[config.mk]
export PLATFORM = sky130hd
export DESIGN_NAME = addr_tenure_master
export DESIGN_NICKNAME = d
export VERILOG_FILES = /design/src/rtl/atm_pkg.sv /design/src/rtl/atm_busy_tracker.sv /design/src/rtl/atm_snoop_capture.sv /design/src/rtl/atm_tenure_fsm.sv /design/src/rtl/addr_tenure_master.sv
export SDC_FILE = /design/constraint.sdc
export NUM_CORES = 1
export LEC_CHECK = 0
export ABC_AREA = 1
export CAP_MARGIN = 20
export CORE_ASPECT_RATIO = 1.5
export CORE_MARGIN = 2
export CORE_UTILIZATION = 37
export DETAILED_ROUTE_END_ITERATION = 8
export PLACE_DENSITY = 0.76
export REMOVE_ABC_BUFFERS = 1
export SYNTH_ARGS = -nofsm -noshare
export SYNTH_HDL_FRONTEND = slang
export SYNTH_HIERARCHICAL = 1
export SYNTH_SLANG_ARGS = --single-unit
export TNS_END_PERCENT = 30
[constraint.sdc]
create_clock -name clk -period 1.25 [get_ports clk]
set_input_delay 0.1875 -clock clk [delete_from_list [all_inputs] [get_ports clk]]
set_output_delay 0.1875 -clock clk [all_outputs]
set_load 0.1 [all_outputs]
[src/rtl/atm_pkg.sv]
package atm_pkg;

    localparam int TT_W     = 5;
    localparam int TT_CODES = 1 << TT_W;

    typedef enum logic [1:0] {
        ST_IDLE    = 2'd0,
        ST_TENURE  = 2'd1,
        ST_RELEASE = 2'd2
    } tenure_state_e;

    typedef struct packed {
        logic start;
        logic busy;
        logic attr;
    } drive_en_t;

    function automatic logic is_addr_only(input logic [TT_CODES-1:0] mask,
                                          input logic [TT_W-1:0]     tt);
        return mask[tt];
    endfunction

endpackage

[src/rtl/atm_busy_tracker.sv]
module atm_busy_tracker (
    input  logic clk,
    input  logic rst,
    input  logic start_in,
    input  logic ack_in,
    output logic busy_q
);
    // Start has priority: an acknowledge in the same cycle closes the earlier tenure.
    always_ff @(posedge clk) begin
        if (rst)           busy_q <= 1'b0;
        else if (start_in) busy_q <= 1'b1;
        else if (ack_in)   busy_q <= 1'b0;
    end
endmodule

[src/rtl/atm_snoop_capture.sv]
module atm_snoop_capture
    import atm_pkg::*;
#(
    parameter int AW = 32
) (
    input  logic            clk,
    input  logic            rst,
    input  logic            start_in,
    input  logic [AW-1:0]   addr_in,
    input  logic [TT_W-1:0] ttype_in,
    output logic            snoop_valid,
    output logic [AW-1:0]   snoop_addr,
    output logic [TT_W-1:0] snoop_ttype
);
    always_ff @(posedge clk) begin
        if (rst) begin
            snoop_valid <= 1'b0;
            snoop_addr  <= '0;
            snoop_ttype <= '0;
        end else begin
            snoop_valid <= start_in;
            if (start_in) begin
                snoop_addr  <= addr_in;
                snoop_ttype <= ttype_in;
            end
        end
    end
endmodule

[src/rtl/atm_tenure_fsm.sv]
module atm_tenure_fsm
    import atm_pkg::*;
#(
    parameter int                  AW             = 32,
    parameter logic [TT_CODES-1:0] ADDR_ONLY_MASK = 32'h0000_0C1F
) (
    input  logic            clk,
    input  logic            rst,
    input  logic            req_valid,
    input  logic [AW-1:0]   req_addr,
    input  logic [TT_W-1:0] req_ttype,
    input  logic            grant_in,
    input  logic            busy_in,
    input  logic            trk_busy,
    input  logic            ack_in,
    output logic            req_ready,
    output logic            start_out,
    output logic            busy_out,
    output logic            data_req,
    output logic [AW-1:0]   addr_out,
    output logic [TT_W-1:0] ttype_out,
    output drive_en_t       oe
);
    tenure_state_e   state_q;
    logic            first_q;
    logic            dreq_q;
    logic [AW-1:0]   addr_q;
    logic [TT_W-1:0] tt_q;

    assign req_ready = (state_q == ST_IDLE) && req_valid && grant_in
                       && !busy_in && !trk_busy;

    always_ff @(posedge clk) begin
        if (rst) begin
            state_q <= ST_IDLE;
            first_q <= 1'b0;
            dreq_q  <= 1'b0;
            addr_q  <= '0;
            tt_q    <= '0;
        end else begin
            case (state_q)
                ST_IDLE: begin
                    if (req_ready) begin
                        state_q <= ST_TENURE;
                        first_q <= 1'b1;
                        dreq_q  <= !is_addr_only(ADDR_ONLY_MASK, req_ttype);
                        addr_q  <= req_addr;
                        tt_q    <= req_ttype;
                    end
                end
                ST_TENURE: begin
                    first_q <= 1'b0;
                    dreq_q  <= 1'b0;
                    if (ack_in) state_q <= ST_RELEASE;
                end
                default: state_q <= ST_IDLE;
            endcase
        end
    end

    always_comb begin
        oe.start  = (state_q == ST_TENURE);
        oe.attr   = (state_q == ST_TENURE);
        oe.busy   = (state_q == ST_TENURE) || (state_q == ST_RELEASE);
        start_out = first_q;
        data_req  = dreq_q;
        busy_out  = (state_q == ST_TENURE);
        addr_out  = oe.attr ? addr_q : '0;
        ttype_out = oe.attr ? tt_q   : '0;
    end
endmodule

[src/rtl/addr_tenure_master.sv]
module addr_tenure_master
    import atm_pkg::*;
#(
    parameter int                  AW             = 32,
    parameter logic [TT_CODES-1:0] ADDR_ONLY_MASK = 32'h0000_0C1F
) (
    input  logic            clk,
    input  logic            rst,
    input  logic            req_valid,
    input  logic [AW-1:0]   req_addr,
    input  logic [TT_W-1:0] req_ttype,
    output logic            req_ready,
    input  logic            grant_in,
    input  logic            busy_in,
    input  logic            ack_in,
    input  logic            start_in,
    input  logic [AW-1:0]   bus_addr_in,
    input  logic [TT_W-1:0] bus_ttype_in,
    output logic            start_out,
    output logic            start_oe,
    output logic            busy_out,
    output logic            busy_oe,
    output logic [AW-1:0]   addr_out,
    output logic [TT_W-1:0] ttype_out,
    output logic            attr_oe,
    output logic            data_req,
    output logic            snoop_valid,
    output logic [AW-1:0]   snoop_addr,
    output logic [TT_W-1:0] snoop_ttype
);
    logic      trk_busy;
    drive_en_t oe;

    atm_busy_tracker u_tracker (
        .clk      (clk),
        .rst      (rst),
        .start_in (start_in),
        .ack_in   (ack_in),
        .busy_q   (trk_busy)
    );

    atm_snoop_capture #(.AW(AW)) u_snoop (
        .clk         (clk),
        .rst         (rst),
        .start_in    (start_in),
        .addr_in     (bus_addr_in),
        .ttype_in    (bus_ttype_in),
        .snoop_valid (snoop_valid),
        .snoop_addr  (snoop_addr),
        .snoop_ttype (snoop_ttype)
    );

    atm_tenure_fsm #(.AW(AW), .ADDR_ONLY_MASK(ADDR_ONLY_MASK)) u_fsm (
        .clk       (clk),
        .rst       (rst),
        .req_valid (req_valid),
        .req_addr  (req_addr),
        .req_ttype (req_ttype),
        .grant_in  (grant_in),
        .busy_in   (busy_in),
        .trk_busy  (trk_busy),
        .ack_in    (ack_in),
        .req_ready (req_ready),
        .start_out (start_out),
        .busy_out  (busy_out),
        .data_req  (data_req),
        .addr_out  (addr_out),
        .ttype_out (ttype_out),
        .oe        (oe)
    );

    assign start_oe = oe.start;
    assign busy_oe  = oe.busy;
    assign attr_oe  = oe.attr;
endmodule

Word-level counts from Yosys, hierarchy flattened. Memories as Yosys holds them, arrays and structs flattened. Cells that the tools add are included.

Register bits after elaboration: 80. Memory bits (read-only): 32. Output and inout bits: 82. Word-level logic and storage cells: 41. Memories kept: 1.

Magnitude comparators: 1. Equal/unequal tests: 4. Mux-type cells: 12. Reduce and logical (&&, ||, !) cells: 14.

Memories: (no name shown) (depth 32, bits a word 1, rd ports 1, clocked after memory_dff 0, write ports 0, line atm_pkg.sv:20) `return mask[tt];`.

Operators by type and width (count): $mux W32 (1); $lt A5 B6 Y1 const B (1); $reduce_and A2 Y1 (3); $mux W1 (5); $mux W5 (1); $logic_and A1 B1 Y1 (4); $mux W2 (2); $ne A2 B2 Y1 const B (2); $pmux W1 S2 (2); $pmux W2 S2 (1); $reduce_bool A2 Y1 (2); $logic_not A1 Y1 (3); $eq A2 B1 Y1 const B (1); $eq A2 B2 Y1 const B (1); $logic_not A2 Y1 (1); $logic_or A1 B1 Y1 (1).

Longest topological paths before layout.
Word-level depth: 7. Mapped depth: 10.

Modules after synthesis. The synthesis kept the hierarchy.

Modules (own cells, without submodules): atm_tenure_fsm (times used 1, cells an instance 290, area an instance 1968.1 um^2, seq. area each 820.8 um^2); atm_snoop_capture (times used 1, cells an instance 237, area an instance 1536.5 um^2, seq. area each 760.7 um^2); atm_busy_tracker (times used 1, cells an instance 5, area an instance 40.0 um^2, seq. area each 20.0 um^2).

Worst setup path after synthesis. OpenSTA, ideal clock, no wires.

Path kind: register to output. From: reg u_fsm.state_q[1]. To: out addr_out[12]. Arrival: 2429 ps. Data required time: 1062 ps. Slack: -1367 ps. Cell stages (with the launch flop): 7. Cell sequence: dfxtp_1 inv_1 ha_1 buf_2 buf_2 nand2_1 inv_1.

Cells in the longest elaborated chain, start to end: 2.

RTL lines: start, declared (line atm_tenure_fsm.sv:24) `tenure_state_e state_q;`; start signal, assigned (line atm_tenure_fsm.sv:35) `state_q <= ST_IDLE;`; start signal, assigned (line atm_tenure_fsm.sv:44) `state_q <= ST_TENURE;`; start signal, assigned (line atm_tenure_fsm.sv:54) `if (ack_in) state_q <= ST_RELEASE;`; $eq A2 B1 Y1; net busy_out (line addr_tenure_master.sv:21) `output logic busy_out,`; $mux W32 (line atm_tenure_fsm.sv:68) `addr_out = oe.attr ? addr_q : '0;`; end, declared (line addr_tenure_master.sv:23) `output logic [AW-1:0] addr_out,`.

The timed path passes the listed nets, and every way through them passes these cells.

Worst setup path after layout.
From: reg u_fsm.state_q[1]. To: out ttype_out[3].

Cells in the longest elaborated chain, start to end: 2.

RTL lines: $eq A2 B1 Y1 (line atm_tenure_fsm.sv:63) `oe.attr = (state_q == ST_TENURE);`; $mux W5 (line atm_tenure_fsm.sv:69) `ttype_out = oe.attr ? tt_q : '0;`; end, declared (line addr_tenure_master.sv:24) `output logic [TT_W-1:0] ttype_out,`.

No other way between the ends.

==> results.yml <==
global_routing:
  antenna_found_initial: 0
  grt_pass1_vias: 3444
  track_usage: 0.1929
  grt_first_pass_wirelength_um: 15880
  grt_max_degree: 77
  grt_overflow: 0
pwr:
  p_switching_mw: 3.674
  switching_share: 0.3628
  ir_drop_mv: 1.239
  p_per_area_nw_per_um2: 1521
  comb_power_share: 0.413
  intPower_mw: 6.454
  p_leak_nw: 3.186
  clkPwrFrac: 0.293
  power_frac_seq: 0.293
synth:
  synthCells: 532
  yosysTopAreaCell: "dfxtp_1"
  synth_seq_cells: 80
  synth_top_cell_area_share: 0.4518
  ys_warn_count: 6
  avgSynthCellArea_sq_um: 6.663
  synth_cell_types: 26
  synth_area_leaders: "dfxtp_1 (45%), nor2_1 (17%), nand2_1 (13%)"
  ys_seq_area_frac: 0.4518
  synth_area_sq_um: 3545
sta:
  hold_viol_final: 0
  slew_headroom: 0.8082
  worst_slew_pin_slew_ps: 287.7
  max_freq_mhz: 619.8
  drv_slew: 0
  hold_ws_ps: 369.1
  finalClockSkew_ps: 4.954
  fin_ws_ps: -363.5
  setup_viol: 83
  tns_ps: -19850
  finalCriticalPeriod_ps: 1614
  finalCritPeriodShare: 1.291
  rsz0062_at_grt: "true"
place:
  io_buffers: 162
  hpwl_um: 7375
  dpl_worst_slack_ps: -313.6
  gp_congestion: 0.7254
cts:
  clockRootBuffer: "clkbuf_16"
  clk_latency_ps: 330
  cts_tree: "yes"
  cts-buffers-inserted: 9
  clock-sinks: 80
  clock_path_buffers: 2
  cts_hold_buf: 0
  cts_max_level: 3
  clk_pin_slew_worst_paths_ps: 60
worst_setup_path:
  cp_max_fo: 18
  required_ps: 1060
  end_kind: "output port"
  cp.arrival_ps: 1430
  setup.worst_path.class: "flop to output port"
  worstSetupStartpointType: "flop"
drt:
  firstDrtPassIters: 4
  avgViaCountPerCell: 4.477
  drc: 0
  drt_iter0_markers: 131
  detail_route.wl_per_cell_um: 12.15
  wl_met1_um: 3651
  final_antenna_net_count: 0
  vias: 3667
  dr_wl_met3_um: 1101
  routed.top_layer: "met4"
  drt_wl_total_um: 9954
  dr_wl_met2_um: 5008
die:
  coreArea_sq_um: 9308
  die-width_um: 83.92
  start_util: 0.3808
  die-area_sq_um: 10400
  fp-row-count: 43
  io_pins: 163
  die_h_um: 123.9
outcome:
  violations: "negative setup slack"
  run_status: "finished, violations left"
final_layout:
  syn2layout_area_growth_pct: 87.86
  layout-drive-gt1-share: 0.2801
  final_core_util: 0.7154
  final_nets: 788
  antennaDiodeCount: 0
flow_run:
  drv_cap: 0
hold_path:
  hold_path_class: "input port to flop"
-- per-stage QoR --
stage | total power [mW] | std cells | instance area [sq um]
2_1_floorplan | 5.018 | 503 | 3336
3_3_place_gp | 6.787 | 799 | 6166
3_5_place_dp | 6.888 | 799 | 6166
4_1_cts | 10.16 | 818 | 6610
5_1_grt | 10.51 | 819 | 6659
6_report | 10.13 | 819 | 6659
-- cell type report --
cell class,instances,area (sq um)
multi-input cells,331,1469
well taps,112,140.1
clock buffers,12,246.5
fillers,643,2649
inverters,92,347.8
repair buffers,189,2759
flip-flops and latches,80,1607
clock inverters,3,90.09
-- sequential cells by signal, summed over array words and instances (netlist names) --
register,cells
u_fsm/addr_q,32
u_fsm/tt_q,5
u_fsm/state_q,2
u_fsm/data_req,1
u_fsm/start_out,1
u_tracker/busy_q,1
u_snoop/snoop_ttype,5
u_snoop/snoop_valid,1
u_snoop/snoop_addr,32
-- worst paths after layout --
path | start | to | slack, ps | cells past startpoint
worst max register to register | u_fsm/state_q[0] | u_fsm/addr_q[4] | -180 | 9
worst max-delay path | u_fsm/state_q[1] | ttype_out[3] | -360 | 6
worst min-delay path | start_in | u_snoop/snoop_valid | 370 | 4
worst min register to register | u_fsm/tt_q[2] | u_fsm/tt_q[2] | 480 | 2
-- repair_timing --
action	CTS	global route
gates cloned	1	0
setup endpoints to repair	83	83
setup buffers	4	1
gates resized for setup	73	13
pin swaps	2	1
-- cells in the final DEF (no fill, tap or decap) --
cell type and count:
dfxtp_1 78, a21boi_0 1, or2_1 1, nor2_1 152, buf_2 1, ha_4 1, clkbuf_16 9, nor2_4 2
inv_4 1, nand3_1 2, nand2_4 1, a21oi_2 1, dfxtp_2 1, clkbuf_8 1, buf_4 16, clkbuf_1 2
buf_12 89, o21ai_1 19, ha_1 3, nor2_2 6, dfxtp_4 1, buf_6 3, a21oi_1 2, nand2_2 1
buf_16 1, clkdlybuf4s50_1 79, inv_1 50, bufinv_16 3, o21ai_2 19, nand2_1 119, o21bai_1 1, inv_2 41
-- cells in the mapped netlist --
cell,n
nor2_1,158
nand2_1,119
inv_1,90
dfxtp_1,80
o21ai_0,17
o21ai_1,14
buf_4,10
buf_2,9
o21ai_2,7
clkbuf_1,4
ha_1,4
buf_6,3
a21oi_1,2
nand2_2,2
nand3_1,2
a21boi_0,1
a21oi_2,1
buf_12,1
buf_8,1
clkbuf_2,1
inv_2,1
inv_4,1
nor2_2,1
nor2_4,1
o21bai_1,1
or2_1,1
-- logic make-up after synthesis --
kind of cell             Yosys count  synth area share
AND/OR/NAND/NOR                  284            0.3064
buffers and inverters            121            0.1571
flip-flops                        80            0.4518
AO/OA/AOI/OAI                     43           0.07060
adder cells (fa/ha/maj)            4           0.01412
-- power by group through the flow --
| stage | logic [mW] | clock network, mW | registers (mW) |
|---|---|---|---|
| after floorplan | 1.43 | 0 | 3.59 |
| after global placement | 3.81 | 0 | 2.98 |
| after detailed placement | 3.89 | 0 | 3.00 |
| after CTS | 4.14 | 3.05 | 2.97 |
| after global routing | 4.39 | 3.13 | 2.99 |
| final | 4.19 | 2.97 | 2.97 |
-- layer usage --
layer / vias up / track usage
li1: 1878 / -
met1: 1624 / 0.1895
met2: 150 / 0.3480
met3: 15 / 0.09344
met4: 0 / 0.07863
met5: - / 0
-- critical path, stage by stage (launching register included) --
cell and delay (ps):
dfxtp_2 320, inv_2 80, ha_4 210, buf_12 160
nand2_1 80, inv_2 70, buf_12 170
(Power assumes the default switching activity.)
